==> config.mk <==
export PLATFORM = sky130hd
export DESIGN_NAME = rst_supervisor
export DESIGN_NICKNAME = d
export VERILOG_FILES = /design/src/rtl/rsup_pkg.sv /design/src/rtl/rsup_pin_sync.sv /design/src/rtl/rsup_bod_gate.sv /design/src/rtl/rsup_flags.sv /design/src/rtl/rsup_stretch.sv /design/src/rtl/rst_supervisor.sv
export SDC_FILE = /design/constraint.sdc
export NUM_CORES = 1
export LEC_CHECK = 0
export BUFFER_PORTS_ARGS = -buffer_cell sky130_fd_sc_hd__buf_2
export CORE_MARGIN = 10
export CORE_UTILIZATION = 45
export DETAILED_ROUTE_END_ITERATION = 6
export PLACE_DENSITY_LB_ADDON = 0.1
export REMOVE_ABC_BUFFERS = 1
export SLEW_MARGIN = 20
export SYNTH_ARGS = -nofsm -noshare
export SYNTH_HDL_FRONTEND = slang
export SYNTH_SLANG_ARGS = --single-unit
==> constraint.sdc <==
create_clock -name clk -period 3.29 [get_ports clk]
set_input_delay 0.658 -clock clk [delete_from_list [all_inputs] [get_ports clk]]
set_output_delay 0.658 -clock clk [all_outputs]
set_load 0.02 [all_outputs]
==> src/rtl/rsup_pkg.sv <==
package rsup_pkg;

    localparam int NSRC = 6;

    typedef enum logic [2:0] {
        SRC_PIN = 3'd0,
        SRC_POR = 3'd1,
        SRC_BOD = 3'd2,
        SRC_WDT = 3'd3,
        SRC_SW  = 3'd4,
        SRC_BRK = 3'd5
    } src_e;

    typedef logic [NSRC-1:0] flags_t;

    typedef enum logic [1:0] {
        PM_RUN  = 2'd0,
        PM_IDLE = 2'd1,
        PM_PD   = 2'd2,
        PM_TPD  = 2'd3
    } pmode_e;

    // Next flag word: software clear first, then the power-on style reload,
    // then the sticky OR of the individual events.
    function automatic flags_t flag_next(flags_t cur, logic clr, flags_t keep, flags_t evt);
        flags_t f;
        f = cur;
        if (clr)
            f = f & keep;
        if (evt[SRC_POR] || evt[SRC_WDT]) begin
            f = '0;
            f[SRC_POR] = 1'b1;
            f[SRC_BOD] = 1'b1;
        end
        f = f | evt;
        f[SRC_POR] = f[SRC_POR] | evt[SRC_WDT];
        return f;
    endfunction

    function automatic logic mode_allows_bod(pmode_e m);
        return (m != PM_TPD);
    endfunction

    function automatic logic mode_allows_flash(pmode_e m);
        return (m == PM_RUN) || (m == PM_IDLE);
    endfunction

endpackage

==> src/rtl/rsup_pin_sync.sv <==
module rsup_pin_sync #(
    parameter int STAGES = 2
) (
    input  logic clk,
    input  logic rst,
    input  logic pin_raw,
    input  logic pin_rst_en,
    input  logic pwrup,
    output logic pin_rst,
    output logic pin_din
);
    logic [STAGES-1:0] sh;

    generate
        if (STAGES == 1) begin : g_one
            always_ff @(posedge clk) begin
                if (rst) sh <= '1;
                else     sh <= pin_raw;
            end
        end else begin : g_many
            always_ff @(posedge clk) begin
                if (rst) sh <= '1;
                else     sh <= {sh[STAGES-2:0], pin_raw};
            end
        end
    endgenerate

    logic as_reset;
    assign as_reset = pin_rst_en | pwrup;
    assign pin_rst  = as_reset & ~sh[STAGES-1];
    assign pin_din  = as_reset | sh[STAGES-1];
endmodule

==> src/rtl/rsup_bod_gate.sv <==
module rsup_bod_gate
    import rsup_pkg::*;
#(
    parameter int LEVELS = 4,
    localparam int LW = (LEVELS > 1) ? $clog2(LEVELS) : 1
) (
    input  pmode_e            mode,
    input  logic [LW-1:0]     rst_lvl,
    input  logic [LEVELS-1:0] rst_below,
    input  logic              int_en,
    input  logic [LW-1:0]     int_lvl,
    input  logic [LEVELS-1:0] int_below,
    input  logic              flash_below,
    output logic              bod_rst,
    output logic              bod_irq,
    output logic              flash_prot
);
    logic rst_hit, int_hit;

    always_comb begin
        rst_hit = 1'b0;
        int_hit = 1'b0;
        for (int i = 0; i < LEVELS; i++) begin
            if (rst_lvl == LW'(i)) rst_hit = rst_below[i];
            if (int_lvl == LW'(i)) int_hit = int_below[i];
        end
    end

    assign bod_rst    = rst_hit & mode_allows_bod(mode);
    assign bod_irq    = int_en & int_hit & mode_allows_bod(mode);
    assign flash_prot = flash_below & mode_allows_flash(mode);
endmodule

==> src/rtl/rsup_flags.sv <==
module rsup_flags
    import rsup_pkg::*;
(
    input  logic   clk,
    input  logic   rst,
    input  logic   clr,
    input  flags_t keep,
    input  flags_t evt,
    output flags_t flags_q
);
    always_ff @(posedge clk) begin
        if (rst) flags_q <= '0;
        else     flags_q <= flag_next(flags_q, clr, keep, evt);
    end
endmodule

==> src/rtl/rsup_stretch.sv <==
module rsup_stretch #(
    parameter int HOLD = 4,
    localparam int CW = $clog2(HOLD + 1)
) (
    input  logic clk,
    input  logic rst,
    input  logic src_any,
    output logic rel_q,
    output logic sys_rst_n
);
    logic [CW-1:0] cnt;

    always_ff @(posedge clk) begin
        if (rst || src_any) begin
            cnt   <= '0;
            rel_q <= 1'b0;
        end else if (!rel_q) begin
            if (cnt == CW'(HOLD - 1)) rel_q <= 1'b1;
            else                      cnt   <= cnt + 1'b1;
        end
    end

    assign sys_rst_n = rel_q & ~src_any;
endmodule

==> src/rtl/rst_supervisor.sv <==
module rst_supervisor
    import rsup_pkg::*;
#(
    parameter int LEVELS      = 4,
    parameter int HOLD        = 4,
    parameter int SYNC_STAGES = 2,
    localparam int LW = (LEVELS > 1) ? $clog2(LEVELS) : 1,
    localparam int DW = NSRC
) (
    input  logic              clk,
    input  logic              rst,
    input  logic              por_det,
    input  logic              pin_raw,
    input  logic              pin_rst_en,
    input  logic              wdt_req,
    input  logic              sw_req,
    input  logic              brk_req,
    input  logic [1:0]        pwr_mode,
    input  logic [LW-1:0]     bod_rst_lvl,
    input  logic [LEVELS-1:0] bod_rst_below,
    input  logic [LEVELS-1:0] bod_int_below,
    input  logic              bod_flash_below,
    input  logic              reg_we,
    input  logic              reg_addr,
    input  logic [DW-1:0]     reg_wdata,
    output logic [DW-1:0]     reg_rdata,
    output logic              sys_rst_n,
    output logic              bod_irq,
    output logic              flash_prot,
    output logic              pin_din
);
    typedef struct packed {
        logic [LW-1:0] lvl;
        logic          en;
    } icfg_t;

    icfg_t  icfg_q;
    logic   pwrup_q;
    logic   rel_q;
    logic   pin_rst;
    logic   bod_rst_act;
    flags_t evt;
    flags_t flags_q;

    always_ff @(posedge clk) begin
        if (rst)
            icfg_q <= '0;
        else if (reg_we && reg_addr)
            icfg_q <= icfg_t'(reg_wdata[LW:0]);
    end

    always_ff @(posedge clk) begin
        if (rst || por_det) pwrup_q <= 1'b1;
        else if (rel_q)     pwrup_q <= 1'b0;
    end

    rsup_pin_sync #(.STAGES(SYNC_STAGES)) u_pin (
        .clk(clk), .rst(rst), .pin_raw(pin_raw), .pin_rst_en(pin_rst_en),
        .pwrup(pwrup_q), .pin_rst(pin_rst), .pin_din(pin_din)
    );

    rsup_bod_gate #(.LEVELS(LEVELS)) u_bod (
        .mode(pmode_e'(pwr_mode)), .rst_lvl(bod_rst_lvl), .rst_below(bod_rst_below),
        .int_en(icfg_q.en), .int_lvl(icfg_q.lvl), .int_below(bod_int_below),
        .flash_below(bod_flash_below), .bod_rst(bod_rst_act),
        .bod_irq(bod_irq), .flash_prot(flash_prot)
    );

    always_comb begin
        evt          = '0;
        evt[SRC_PIN] = pin_rst;
        evt[SRC_POR] = por_det;
        evt[SRC_BOD] = bod_rst_act;
        evt[SRC_WDT] = wdt_req;
        evt[SRC_SW]  = sw_req;
        evt[SRC_BRK] = brk_req;
    end

    rsup_flags u_flags (
        .clk(clk), .rst(rst), .clr(reg_we && !reg_addr),
        .keep(flags_t'(reg_wdata)), .evt(evt), .flags_q(flags_q)
    );

    rsup_stretch #(.HOLD(HOLD)) u_hold (
        .clk(clk), .rst(rst), .src_any(|evt), .rel_q(rel_q), .sys_rst_n(sys_rst_n)
    );

    assign reg_rdata = reg_addr ? DW'(icfg_q) : DW'(flags_q);
endmodule

**After elaboration in Yosys (flattened, before gate mapping)**

Cells that the tools add are included.

- Register bits after elaboration: 16
- Bits in latches: 0
- Bits in writable memories: 0
- Bits in read-only memories: 0
- Output and inout bits: 10
- Memories: 0

- $add $sub $neg: 1
- Multiply operators: 0
- Divide/modulo/power cells: 0
- $lt $le $gt $ge: 0
- Equal/unequal tests: 9
- Shift-type cells: 0
- Mux-type cells: 14
- Bitwise logic cells: 15
- Reduce and logical (&&, ||, !) cells: 12

Operators by type and width:

| operator | count |
|---|---|
| two-way mux 6 bit | 4 |
| two-way mux 1 bit | 10 |
| equality test 2 bit, second input constant | 4 |
| AND 1 bit | 6 |
| AND 6 bit | 1 |
| equality test 2 x 1 -> 1 bit, second input constant | 3 |
| logical NOT 2 bit | 3 |
| OR 6 bit | 1 |
| OR reduction 6 bit | 1 |
| logical OR 1 bit | 4 |
| NOT 1 bit | 4 |
| adder 3 x 1 -> 3 bit, second input constant | 1 |
| equality test 3 x 2 -> 1 bit, second input constant | 1 |
| OR 1 bit | 3 |
| logical AND 1 bit | 2 |
| != test 2 bit, second input constant | 1 |
| AND reduction 2 bit | 1 |
| logical NOT 1 bit | 1 |

**Depth between registers and ports, before layout**

- Depth in word-level cells: 9
- Mapped depth: 5

**Cells and area by module**

Synthesis repeated with hierarchy kept, for this count alone.

- Cell total of the unflattened synthesis: 85
- Area total of the unflattened synthesis: 797.0 µm²

By module, submodules not included:

| module | instances | cells an instance | area an instance (µm²) | seq. area each (µm²) |
|---|---|---|---|---|
| rst_supervisor | 1 | 27 | 246.5 | 80.1 |
| rsup_flags | 1 | 26 | 234.0 | 120.1 |
| rsup_stretch | 1 | 20 | 180.2 | 80.1 |
| rsup_pin_sync | 1 | 6 | 68.8 | 40.0 |
| rsup_bod_gate | 1 | 6 | 67.6 | 0.0 |

**Least setup slack after synthesis**

Ideal clock, no wire load.

- Path type: input to output
- From: input port bod_rst_lvl[0]
- To: output port sys_rst_n
- Data arrival time: 1533 ps
- Required time: 2632 ps
- Path slack: 1099 ps
- Cell stages on the path: 3
- Path buffers: 0
- Cells stage by stage: mux2_2 -> a22o_4 -> nor2_1

- Word-level cells in the longest chain between the ends: 9
- Elaborated cells between the ends (all ways): 12

RTL lines:

| item | RTL line | text |
|---|---|---|
| from (decl) | rst_supervisor.sv:19 | `input logic [LW-1:0] bod_rst_lvl,` |
| logical NOT 2 bit | rsup_bod_gate.sv:24 | `if (rst_lvl == LW'(i)) rst_hit = rst_below[i];` |
| two-way mux 1 bit (3 in series) | rsup_bod_gate.sv:24 |  |
| two-way mux 1 bit * | rsup_bod_gate.sv:24 |  |
| AND 1 bit * | rsup_bod_gate.sv:29 | `assign bod_rst = rst_hit & mode_allows_bod(mode);` |
| OR reduction 6 bit * | rst_supervisor.sv:85 | `.clk(clk), .rst(rst), .src_any(\|evt), .rel_q(rel_q), .sys_rst_n(sys_rst_n)` |
| NOT 1 bit * | rsup_stretch.sv:23 | `assign sys_rst_n = rel_q & ~src_any;` |
| AND 1 bit * | rsup_stretch.sv:23 |  |
| to (decl) | rst_supervisor.sv:27 | `output logic sys_rst_n,` |

Every way passes the cells marked *; elsewhere a longest branch is shown, timed or not.

**Worst setup path in the final report**

Same ends and word-level chain as after synthesis.

==> results.json <==
{
  "syn_inst": 84,
  "rsz0062_at_grt": "no",
  "postRouteAntennaNets": 0,
  "layout-drive-gt1-share_pct": 37.9,
  "grt_pass1_vias": 774,
  "drc_errors": 0,
  "cpPeakStageDelay_ps": 340,
  "avgSynthCellArea_um2": 9.32,
  "final_cell_area_um2": 1020,
  "htreeDepth": 1,
  "clk_path_buf_depth": 2,
  "synth.most_common_cell": "dfxtp_1",
  "setup-violations-final": 0,
  "insertion_delay_ps": 290,
  "p_leak_nw": 0.484,
  "die_w_um": 61.7,
  "ys_async_sr_fraction_pct": 0,
  "cpMostUsedCell": "buf_2",
  "crit_chain": "buf_2, mux2_2, a22o_4, nor2_1, buf_2",
  "r2r-start": "u_hold.cnt[0]$_SDFFE_PP0P_",
  "crit_path_start": "bod_rst_lvl[0]",
  "min_period_over_period_pct": 69.4,
  "post-cts-setup-buffer-count": 0,
  "clock_sinks": 16,
  "core-area_um2": 1690,
  "worstPathArrival_ps": 1620,
  "path_max_fanout": 5,
  "postCtsHoldBufs": 0,
  "grt_pass1_wl_mm": 3.21,
  "hold_path_class": "reg -> reg",
  "portBuffers": 38,
  "end_kind": "output port",
  "relSlewSlack_pct": 67.0,
  "via_per_inst": 5.33,
  "core.rowCount": 15,
  "antenna_found_initial": 0,
  "firstDrtPassIters": 3,
  "worst_hold_path.num_cells": 1,
  "numCtsBuffers": 3,
  "crit_family": "multiplexers",
  "crit_cells": 5,
  "die_area_um2": 3810,
  "finalHoldViolCount": 0,
  "wire_per_inst_um": 14.1,
  "crit_required_ps": 2630,
  "cts_tree": "done",
  "syn_area_um2": 783,
  "place.gp.congestion": 0.714,
  "max_freq_ghz": 0.438,
  "synth_common_cells": "dfxtp_1 (16), a21oi_1 (9), nor2_1 (6)",
  "status": "complete, no violations",
  "r2r_cells": 5,
  "drv_slew": 0,
  "overflow": 0,
  "ir_worst_vdd_mv": 0.274,
  "worstReg2RegEnd": "u_hold.cnt[2]$_SDFFE_PP0P_",
  "track_usage_pct": 11.1,
  "dpl_cell_area_um2": 987,
  "die_h_um": 61.7,
  "tightestPinTransition_ps": 494,
  "synth_top_area_share_pct": 40.9,
  "drt-total-wl_mm": 1.99,
  "maxCapViolCount": 0,
  "synth_cell_types": 31,
  "yosysSeqAreaShare_pct": 40.9,
  "io-pin-count": 39,
  "cts.repair.resized": 0,
  "yosysWarnings": 0,
  "fin_tns_setup_ps": 0,
  "grt_max_degree": 14,
  "power_density_nw_per_um2": 392,
  "nNetsFinal": 156,
  "drt_iter0_markers": 15,
  "clk_pin_slew_ps": 90,
  "synth_edf_count": 0,
  "synth_top_cell_by_area": "dfxtp_1",
  "start_util_pct": 46.4,
  "period_minus_slack_ps": 2280,
  "fill_cells": 152,
  "cp.buffers_inverters": 2,
  "vias": 751,
  "yosys-top-cells-area": "dfxtp_1 (41%), a21oi_1 (5.8%), mux2_1 (4.3%)",
  "ys_ff_latch": 16,
  "ys.flop_type": "dfxtp_1",
  "dpl.hpwl_mm": 1.60,
  "diodes": 0,
  "crit_path_top_delay_cell": "mux2_2",
  "synthToLayoutAreaGrowth_pct": 30.7,
  "skew_ps": 1.05,
  "endpoint": "sys_rst_n",
  "path_class": "in -> out",
  "rrSetupSlack_ps": 1640,
  "critPathLaunchType": "primary input",
  "cts-root-buf": "clkbuf_4"
}
==> where the power goes <==
group	switching [W]	total [W]	internal (W)
clock	0.0000627	0.000130	0.0000675
sequential	0.00000349	0.000204	0.000201
combinational	0.0000346	0.0000665	0.0000319
==> worst min path at each step <==
stage                                      start                      to  slack (ps)
after floorplan           u_pin.sh[0]$_SDFF_PP1_  u_pin.sh[1]$_SDFF_PP1_         380
after global routing      u_pin.sh[0]$_SDFF_PP1_  u_pin.sh[1]$_SDFF_PP1_         440
final                     u_pin.sh[0]$_SDFF_PP1_  u_pin.sh[1]$_SDFF_PP1_         420
after global placement    u_pin.sh[0]$_SDFF_PP1_  u_pin.sh[1]$_SDFF_PP1_         390
after CTS                 u_pin.sh[0]$_SDFF_PP1_  u_pin.sh[1]$_SDFF_PP1_         420
after detailed placement  u_pin.sh[0]$_SDFF_PP1_  u_pin.sh[1]$_SDFF_PP1_         390
==> cell usage in the layout, fill, tap and decap left out, drive strengths merged <==
master	instances
mux4	1
a2111oi	1
xnor2	1
mux2	5
o21ai	4
or3	1
o211ai	3
mux2i	1
a31oi	1
nand2	5
nand2b	1
ha	2
a22oi	1
nor2b	5
a21boi	1
inv	5
a22o	1
nand4	1
and3	1
clkbuf	4
nor3	3
nand3	3
a21oi	9
buf	38
nor2	6
o21bai	1
or2	2
nand4b	1
dfxtp	16
==> worst register-to-register path: stages (launching register included) <==
cell	delay (ps)
dfxtp_1	340
ha_1	200
ha_1	180
nor2_1	390
nor2_1	140
a2111oi_4	320
==> cell type report <==
cell class              count  area, um2  area share, %
multi-input cells          61        437           42.7
repair buffers             38        190           18.6
clock buffers               4       36.3           3.55
well taps                  17       21.3           2.08
inverters                   5       18.8           1.83
flip-flops and latches     16        320           31.3
==> state kept, by name (all words and copies together), names as in the netlist <==
name,cells
pwrup_q,1
u_flags.flags_q,6
icfg_q,3
u_hold.cnt,3
u_pin.sh,2
u_hold.rel_q,1
==> kinds of logic (layout without fill, tap and decap cells) <==
family	Yosys count	after routing	synth area share (%)
xor+xnor	1	1	1.12
simple gates	29	29	19.0
flops	16	16	40.9
buf+inv	7	47	3.36
compound gates	22	22	20.6
mux	7	7	11.8
fa+ha+maj	2	2	3.19
==> metrics by stage <==
stage               hold slack [ps]  setup WS [ps]  util (%)  total power [W]  std cells
global placement                388           1020      58.4         0.000274        137
detailed placement              392           1000      58.4         0.000276        137
CTS                             418            998      60.6         0.000407        141
global route                    437            924      60.6         0.000421        141
finish                          416           1010      60.6         0.000401        141
floorplan                       383           1100         -         0.000243         82
==> metal layers <==
layer / vias up / share of wire [%] / GRT usage [%]
met5: - / 0 / 0
li1: 383 / - / -
met4: 0 / 2.0 / 5.73
met3: 5 / 11 / 3.25
met2: 30 / 44 / 18.0
met1: 333 / 43 / 12.8
Power figures use the tool's default switching activity.
